## src/rtl/slice_lbk_pkg.sv

```systemverilog
package slice_lbk_pkg;

    typedef enum logic [1:0] {
        LM_IDLE  = 2'b00,
        LM_WRITE = 2'b01,
        LM_STOP  = 2'b10,
        LM_CLEAR = 2'b11
    } lbk_mode_e;

    typedef enum logic [2:0] {
        PH_IDLE,
        PH_PRIME,
        PH_COMPARE,
        PH_FROZEN,
        PH_WIPE
    } lbk_phase_e;

endpackage

```

## src/rtl/lbk_lfsr.sv

```systemverilog
module lbk_lfsr #(
    parameter int               WIDTH = 16,
    parameter logic [WIDTH-1:0] SEED  = 16'hACE1,
    parameter logic [WIDTH-1:0] TAPS  = 16'hB400
) (
    input  logic             clk,
    input  logic             rst_n,
    input  logic             step,
    input  logic             wipe,
    output logic [WIDTH-1:0] state
);

    logic [WIDTH-1:0] state_q;
    logic             fb;

    assign fb    = ^(state_q & TAPS);
    assign state = state_q;

    always_ff @(posedge clk or negedge rst_n) begin
        if (!rst_n) begin
            state_q <= SEED;
        end else if (wipe) begin
            state_q <= SEED;
        end else if (step) begin
            state_q <= {state_q[WIDTH-2:0], fb};
        end
    end

    // generator holds still when not stepping
    a_r9_lfsr_hold: assert property (@(posedge clk) disable iff (!rst_n)
        (!step && !wipe) |=> $stable(state_q));

    // clear returns the seed
    a_r10_lfsr_seed: assert property (@(posedge clk) disable iff (!rst_n)
        wipe |=> (state_q == SEED));

    // a nonzero seed never reaches the lock-up state
    a_r3_lfsr_nonzero: assert property (@(posedge clk) disable iff (!rst_n)
        state_q != '0);

endmodule

```

## src/rtl/lbk_delay_line.sv

```systemverilog
module lbk_delay_line #(
    parameter int WIDTH = 16,
    parameter int DEPTH = 7,
    parameter int SEL_W = 3
) (
    input  logic             clk,
    input  logic             rst_n,
    input  logic             shift,
    input  logic             wipe,
    input  logic [WIDTH-1:0] din,
    input  logic [SEL_W-1:0] sel,
    output logic [WIDTH-1:0] dout
);

    logic [WIDTH-1:0] stg [DEPTH];

    for (genvar g = 0; g < DEPTH; g++) begin : g_stage
        logic [WIDTH-1:0] src;
        if (g == 0) begin : g_head
            assign src = din;
        end else begin : g_body
            assign src = stg[g-1];
        end
        always_ff @(posedge clk or negedge rst_n) begin
            if (!rst_n) begin
                stg[g] <= '0;
            end else if (wipe) begin
                stg[g] <= '0;
            end else if (shift) begin
                stg[g] <= src;
            end
        end
    end

    // Out-of-range selections read the deepest stage.
    always_comb begin
        dout = stg[DEPTH-1];
        for (int i = 0; i < DEPTH; i++) begin
            if (sel == SEL_W'(i)) begin
                dout = stg[i];
            end
        end
    end

    // the head stage captures the input on each shift
    a_r5_head_capture: assert property (@(posedge clk) disable iff (!rst_n)
        (shift && !wipe) |=> (stg[0] == $past(din)));

endmodule

```

## src/rtl/slice_lbk_bist.sv

```systemverilog
module slice_lbk_bist
    import slice_lbk_pkg::*;
#(
    parameter int                DATA_W    = 16,
    parameter int                DLY_W     = 3,
    parameter int                RET_LAT   = 3,
    parameter logic [DATA_W-1:0] LFSR_SEED = 16'hACE1,
    parameter logic [DATA_W-1:0] LFSR_TAPS = 16'hB400
) (
    input  logic              clk,
    input  logic              rst_n,
    input  logic [1:0]        lb_mode,
    input  logic [DLY_W-1:0]  chk_dly,
    input  logic              obs_pick,
    input  logic              rd_push,
    input  logic              wr_src_lfsr,
    input  logic              rd_src_lbk,
    input  logic [DATA_W-1:0] func_wdata,
    input  logic [DATA_W-1:0] func_rdata,
    output logic [DATA_W-1:0] pad_wdata,
    output logic [DATA_W-1:0] ctl_rdata,
    output logic [DATA_W-1:0] obs_data,
    output logic              err_sticky
);

    localparam int               DLY_STAGES = (1 << DLY_W) - 1;
    localparam logic [DLY_W-1:0] DLY_BAD    = '1;
    localparam int               NEED_MAX   = (RET_LAT > DLY_STAGES + 1) ? RET_LAT : DLY_STAGES + 1;
    localparam int               CNT_W      = $clog2(NEED_MAX + 1);
    localparam int               RET_SEL_W  = $clog2(RET_LAT + 1);
    localparam logic [RET_SEL_W-1:0] RET_TAP = RET_SEL_W'(RET_LAT - 1);

    lbk_mode_e   mode_e;
    lbk_phase_e  ph_cur, ph_q;

    logic              step, wipe, chk_en, drive_lfsr, drive_lbk;
    logic [DATA_W-1:0] gen_q, act_d, exp_d;
    logic [CNT_W-1:0]  cnt_q, need_c;
    logic              fill_ok, bad_code, mismatch, err_q;

    assign mode_e = lbk_mode_e'(lb_mode);

    // Fill threshold: both pipelines must hold write-mode data.
    always_comb begin
        if (CNT_W'(chk_dly) + CNT_W'(1) > CNT_W'(RET_LAT)) begin
            need_c = CNT_W'(chk_dly) + CNT_W'(1);
        end else begin
            need_c = CNT_W'(RET_LAT);
        end
    end
    assign fill_ok = (cnt_q >= need_c);

    // Phase decode
    always_comb begin
        unique case (mode_e)
            LM_IDLE:  ph_cur = PH_IDLE;
            LM_WRITE: ph_cur = fill_ok ? PH_COMPARE : PH_PRIME;
            LM_STOP:  ph_cur = PH_FROZEN;
            LM_CLEAR: ph_cur = PH_WIPE;
        endcase
    end

    // Phase register
    always_ff @(posedge clk or negedge rst_n) begin
        if (!rst_n) begin
            ph_q <= PH_IDLE;
        end else begin
            ph_q <= ph_cur;
        end
    end

    // Phase outputs
    always_comb begin
        step       = 1'b0;
        wipe       = 1'b0;
        chk_en     = 1'b0;
        drive_lfsr = 1'b0;
        drive_lbk  = 1'b0;
        unique case (ph_cur)
            PH_IDLE: begin
            end
            PH_PRIME: begin
                step       = 1'b1;
                drive_lfsr = wr_src_lfsr;
                drive_lbk  = rd_src_lbk && rd_push;
            end
            PH_COMPARE: begin
                step       = 1'b1;
                chk_en     = 1'b1;
                drive_lfsr = wr_src_lfsr;
                drive_lbk  = rd_src_lbk && rd_push;
            end
            PH_FROZEN: begin
                drive_lbk  = rd_src_lbk && rd_push;
            end
            PH_WIPE: begin
                wipe       = 1'b1;
                drive_lbk  = rd_src_lbk && rd_push;
            end
            default: begin
            end
        endcase
    end

    lbk_lfsr #(
        .WIDTH (DATA_W),
        .SEED  (LFSR_SEED),
        .TAPS  (LFSR_TAPS)
    ) u_gen (
        .clk   (clk),
        .rst_n (rst_n),
        .step  (step),
        .wipe  (wipe),
        .state (gen_q)
    );

    assign pad_wdata = drive_lfsr ? gen_q : func_wdata;

    // Loopback return path
    lbk_delay_line #(
        .WIDTH (DATA_W),
        .DEPTH (RET_LAT),
        .SEL_W (RET_SEL_W)
    ) u_ret (
        .clk   (clk),
        .rst_n (rst_n),
        .shift (step),
        .wipe  (wipe),
        .din   (pad_wdata),
        .sel   (RET_TAP),
        .dout  (act_d)
    );

    // Expected-data alignment pipeline
    lbk_delay_line #(
        .WIDTH (DATA_W),
        .DEPTH (DLY_STAGES),
        .SEL_W (DLY_W)
    ) u_exp (
        .clk   (clk),
        .rst_n (rst_n),
        .shift (step),
        .wipe  (wipe),
        .din   (gen_q),
        .sel   (chk_dly),
        .dout  (exp_d)
    );

    always_ff @(posedge clk or negedge rst_n) begin
        if (!rst_n) begin
            cnt_q <= '0;
        end else if (wipe) begin
            cnt_q <= '0;
        end else if (step && cnt_q != CNT_W'(NEED_MAX)) begin
            cnt_q <= cnt_q + CNT_W'(1);
        end
    end

    assign bad_code = (chk_dly == DLY_BAD);
    assign mismatch = (act_d != exp_d);

    always_ff @(posedge clk or negedge rst_n) begin
        if (!rst_n) begin
            err_q <= 1'b0;
        end else if (wipe) begin
            err_q <= 1'b0;
        end else if (chk_en && mismatch && !bad_code) begin
            err_q <= 1'b1;
        end
    end

    assign err_sticky = err_q;
    assign obs_data   = obs_pick ? act_d : exp_d;
    assign ctl_rdata  = drive_lbk ? act_d : func_rdata;

    // flag stays set until clear mode
    a_r8_sticky: assert property (@(posedge clk) disable iff (!rst_n)
        (err_q && mode_e != LM_CLEAR) |=> err_q);

    // illegal delay code never raises the flag
    a_r11_false_pass: assert property (@(posedge clk) disable iff (!rst_n)
        (bad_code && !err_q) |=> !err_q);

    // no error before the pipelines have filled
    a_r7_no_early_error: assert property (@(posedge clk) disable iff (!rst_n)
        (!err_q && !fill_ok) |=> !err_q);

    // a wipe phase leaves the fill counter at zero
    a_r10_wipe_count: assert property (@(posedge clk) disable iff (!rst_n)
        (ph_q == PH_WIPE) |-> (cnt_q == '0));

    // idle mode passes functional data
    a_r4_idle_pass: assert property (@(posedge clk) disable iff (!rst_n)
        (mode_e == LM_IDLE) |-> (pad_wdata == func_wdata && ctl_rdata == func_rdata));

endmodule

```

## config.mk

```make
export PLATFORM = sky130hd
export DESIGN_NAME = slice_lbk_bist
export DESIGN_NICKNAME = d
export VERILOG_FILES = /design/src/rtl/slice_lbk_pkg.sv /design/src/rtl/lbk_lfsr.sv /design/src/rtl/lbk_delay_line.sv /design/src/rtl/slice_lbk_bist.sv
export SDC_FILE = /design/constraint.sdc
export NUM_CORES = 1
export LEC_CHECK = 0
export BUFFER_PORTS_ARGS = -buffer_cell sky130_fd_sc_hd__buf_2
export CAP_MARGIN = 30
export CORE_UTILIZATION = 32
export DETAILED_ROUTE_END_ITERATION = 16
export SLEW_MARGIN = 20
export SYNTH_ARGS = -nofsm -noshare
export SYNTH_HDL_FRONTEND = slang
export SYNTH_SLANG_ARGS = --single-unit
```

## constraint.sdc

```tcl
create_clock -name clk -period 3.6 [get_ports clk]
set_clock_uncertainty 0.1 [all_clocks]
set_input_delay 0.18 -clock clk [delete_from_list [all_inputs] [get_ports clk]]
set_output_delay 0.18 -clock clk [all_outputs]
set_load 0.1 [all_outputs]
```

==> After elaboration in Yosys (flattened, before gate mapping) <==
Index checks and enable logic that the tools add are counted.
{ "totals": {"regBits": 181, "in_bits": 43} }
{ "classes": {"add_sub_neg": 2, "magnitude_cmp": 2, "eq_ne": 16, "n_mux": 44, "reduce_logical": 13} }
{ "op_table": {"columns": ["op", "count"], "rows": [
  ["$mux 16", 32],
  ["$ne 16x16->1", 1],
  ["$reduce_xor 16->1", 1],
  ["$eq 3x3->1 const B", 5],
  ["$eq 3x2->1 const B", 4],
  ["$mux 4", 3],
  ["$pmux 3 s4", 1],
  ["$mux 1", 7],
  ["$eq 3x1->1 const B", 2],
  ["$reduce_bool 2->1", 3],
  ["$add 3x1->4 const B", 1],
  ["$add 4x1->4 const B", 1],
  ["$eq 2x2->1 const B", 2],
  ["$ge 4x4->1", 1],
  ["$gt 4x2->1 const B", 1],
  ["$logic_and 1x1->1", 4],
  ["$ne 4x4->1 const B", 1],
  ["$reduce_or 4->1", 1],
  ["$logic_not 3->1", 1],
  ["$eq 2x1->1 const B", 1],
  ["$logic_not 2->1", 1],
  ["$mux 2", 1],
  ["$reduce_or 2->1", 1],
  ["$logic_not 1->1", 1]
]} }

==> Longest topological paths before layout <==
{ "depth": {"ltp_word": 13, "mapped_depth": 14} }

==> Modules after synthesis <==
Synthesis repeated with hierarchy kept, for this count alone.
{ "unflattened": {"hier_cells": 921, "hier_area_um2": 10020.9} }
{ "by_module_without_submodules": {"columns": ["mod", "instances", "cells_each", "area_per_inst_um2"], "rows": [
  ["lbk_delay_line (u_exp)", 1, 535, 5785.5],
  ["lbk_delay_line (u_ret)", 1, 208, 2303.5],
  ["slice_lbk_bist", 1, 123, 1227.4],
  ["lbk_lfsr", 1, 55, 704.4]
]} }

==> Worst setup path before layout <==
OpenSTA, ideal clock, no wires.
{ "synth_path": {"path_kind": "input to output", "startpoint": "in chk_dly[2]", "endpoint": "out obs_data[3]", "arrival_ns": 3.902, "required_ns": 3.320, "setup_slack_ns": -0.582, "stages": 10, "path_cell_list": "buf_6 -> buf_6 -> inv_1 -> ha_1 -> buf_2 -> clkbuf_1 -> a2111oi_0 -> a211oi_1 -> o21ai_0 -> o21ai_0"} }
{ "synth_between": {"elab_chain_cells": 9, "word_cells_on_any_way": 15} }
{ "synth_rtl": {"columns": ["item", "line_no", "text"], "rows": [
  ["from (decl)", "slice_lbk_bist.sv:13", "input logic [DLY_W-1:0] chk_dly,"],
  ["$logic_not 3->1", "lbk_delay_line.sv:39", "if (sel == SEL_W'(i)) begin"],
  ["$mux 16 (6 in a row)", "lbk_delay_line.sv:39", null],
  ["$mux 16 (*)", "lbk_delay_line.sv:39", null],
  ["$mux 16 (*)", "slice_lbk_bist.sv:173", "assign obs_data = obs_pick ? act_d : exp_d;"],
  ["to (decl)", "slice_lbk_bist.sv:22", "output logic [DATA_W-1:0] obs_data,"]
]} }
Mark *: on every way between the ends. The rest lies on a longest branch, timed or not.

==> Worst setup path in the final report <==
{ "layout_path": {"startpoint": "in chk_dly[1]", "endpoint": "out obs_data[13]"} }
Same word-level chain as after synthesis.

==> reports/qor.txt <==
status -> complete, no violations
IO Pins -> 92
Hold Path Depth -> 2
initial detailed-routing violation count -> 454
fill count -> 2198
via count -> 6378
Synth Area per Inst -> 8.763 sq um
register area -> 3138 sq um
max incr delay on CP -> 0.64 ns
critical path depth -> 9
final setup vio count -> 0
fin nets -> 931
Non-Filler Instances -> 1169
Rows -> 54
Worst EP arrival -> 2.71 ns
crit path cell chain -> buf_2 > inv_1 > ha_1 > and2_1 > nand2_1 > a31oi_1 > a31oi_1 > mux2i_1 > buf_2
CTS tree -> built
Post-synth EDFFs -> 0
Clock Tree Buf Depth -> 2
YS warnings -> 0
Chip Height -> 150.8 um
maximum achievable frequency -> 334.2 MHz
number of buffers added on ports -> 91
Max VDD drop -> 209.9 uV
Die ar. -> 22750 sq um
crit end category -> primary output
root buffer cell -> clkbuf_16
vias in the first global route -> 6142
synthesis-to-finish area growth -> 22.27%
core area -> 21760 sq um
drt wl/cell -> 19.61 um
Tcrit/Tclk final -> 83.12%
Remaining DRCs -> 0
top cells by area, synth -> dfrtp_1 (41%), o22ai_1 (9.1%), inv_1 (6.4%)
FF+latch count, synth -> 125
max-slew violations -> 0
Worst-path clk slew -> 0.06 ns
setup TNS -> 0 ns
Hold Path Class -> in2reg
Post-CTS Setup Repair Bufs -> 0
Synth top cells by count -> inv_1 (120), dfrtp_1 (117), o22ai_1 (103), nand2_1 (98), o21ai_0 (67)
max cap viols -> 0
Buffers & Inverters on Critical Path -> 3
Rel. slew slack -> 51.49%
drt pass-1 iters -> 5
Routed Antenna Nets -> 0
Vias/cell -> 5.456
worst-path fanout max -> 15
hpwl dp -> 16490 um
area share of the largest cell type after synthesis -> 41.30%
H-tree levels -> 4
die width -> 150.8 um
mapped cell area -> 7089 sq um
worst-skew pair later-pin latency -> 0.43 ns
gr usage total -> 21.06%
Power Density -> 511.2 nW/um^2
count leader, synth -> inv_1
leading area contributor after synthesis -> dfrtp_1
grt total ovfl -> 0
CP top delay family -> simple AND/OR/NAND/NOR gates
dominant synthesized flop cell -> dfrtp_1
cts hold-fix bufs -> 1
ys async rst share -> 100.0%
initial antenna violation count -> 0
cells resized by post-CTS repair -> 0
Initial Util -> 32.59%
clk sinks -> 125
clock period minus worst slack -> 2.992 ns
Unique masters post-synth -> 71
Tightest Pin Transition -> 0.7259 ns
leak pwr -> 3.733 nW
largest net degree at the start of global routing -> 70
Overall Power -> 4.432 mW
Mapped Nets -> 864
placed inst area -> 8068 sq um
register area share after synthesis -> 44.26%
ratio of cells with drive above 1 in the final layout -> 19.24%
final hold violation count -> 0
RSZ-0062 raised after global routing -> no
Crit path required time -> 3.32 ns
critical path class -> in2out
slowest CP cell -> and2_1
GP Congestion -> 0.8949
FF-to-FF path depth -> 7
setup slack after layout -> 0.6077 ns
pre-CTS setup slack -> 0.6262 ns
final wirelength -> 22920 um
TritonCTS Buffers -> 17
first-pass GRT wire length -> 35710 um
Critical Path Start Type -> primary input
Multi-input gate area -> 3226 sq um
ANT cells -> 0
Design Area, Final -> 8668 sq um
Cells after Synth -> 809
Post-Place Cells -> 1136
## cells by family after synthesis
| group | after synthesis | share of synthesized area (%) |
|---|---|---|
| flip-flops | 125 | 44.26 |
| buffers and inverters | 179 | 10.45 |
| AO/OA/AOI/OAI | 278 | 26.09 |
| XOR/XNOR | 9 | 1.112 |
| AND/OR/NAND/NOR | 184 | 12.71 |
| multiplexers | 22 | 3.265 |
| adder cells (fa/ha/maj) | 12 | 2.118 |
## cells in the final DEF (no fill, tap or decap), drive strengths merged, types with 4 or more instances in the layout
master | Yosys | routed
nor3b | 7 | 7
a21oi | 17 | 17
nor2 | 22 | 22
o221ai | 8 | 8
nand3 | 9 | 9
nor3 | 5 | 5
ha | 12 | 12
o311ai | 4 | 4
clkbuf | 38 | 17
nand2 | 100 | 100
mux2 | 9 | 9
xnor2 | 7 | 7
and3b | 4 | 4
o21a | 4 | 4
o21ai | 67 | 67
o22a | 6 | 6
nor2b | 9 | 9
nand3b | 8 | 8
buf | 21 | 106
inv | 120 | 131
a221oi | 12 | 12
a21o | 9 | 9
o211ai | 10 | 10
mux2i | 13 | 13
dfrtp | 117 | 117
a31oi | 5 | 5
o22ai | 103 | 103
o31ai | 4 | 4
o2111ai | 7 | 7
dfstp | 8 | 8
## flip-flops by register name, summed over array words and instances (netlist names)
name               flops
u_gen.state           14
err_sticky             1
cnt_q                  4
u_ret.g_stage.src     32
u_ret.stg             16
u_exp.g_stage.src     46
u_exp.stg             12
## metal layers
layer / vias to the layer above / wire length [um] / global-route usage, %
li1: 3008 / - / -
met5: - / 0 / 0
met4: 0 / 641 / 8.050
met2: 223 / 10510 / 31.90
met1: 3104 / 10480 / 29.24
met3: 43 / 1291 / 4.548
## worst paths after layout
check	slack, ns	end	start
worst max register to register	1.21	err_sticky	u_exp.g_stage[5].src[0]
worst min-delay path	0.05	cnt_q[0]	lb_mode[1]
min in group asynchronous	0.19	u_gen.state[1]	rst_n
worst min register to register	0.40	u_gen.state[0]	u_gen.state[0]
max in group asynchronous	2.57	u_exp.g_stage[4].src[7]	rst_n
worst max-delay path	0.61	obs_data[13]	chk_dly[1]
## metrics by stage
stage	hold slack (ns)	util, %
floorplan	-0.2156	-
global placement	0.3302	36.86
detailed placement	0.1033	37.08
CTS	0.04129	39.84
global route	0.05483	39.84
finish	0.04807	39.84
## area by class of cell
cell class | count | share of cell area (%)
multi-input combinational | 505 | 37.21
inverter | 120 | 5.196
clock inverter | 15 | 1.905
sequential | 125 | 36.20
clock buffer | 17 | 4.908
timing repair buffer | 107 | 10.54
tap | 280 | 4.042
## power breakdown
| part | total, mW | internal (mW) | switching [mW] |
|---|---|---|---|
| sequential | 1.59 | 1.51 | 0.0856 |
| clock | 1.74 | 0.989 | 0.749 |
| combinational | 1.10 | 0.317 | 0.783 |
No activity file was read; power rests on OpenSTA's default activity.
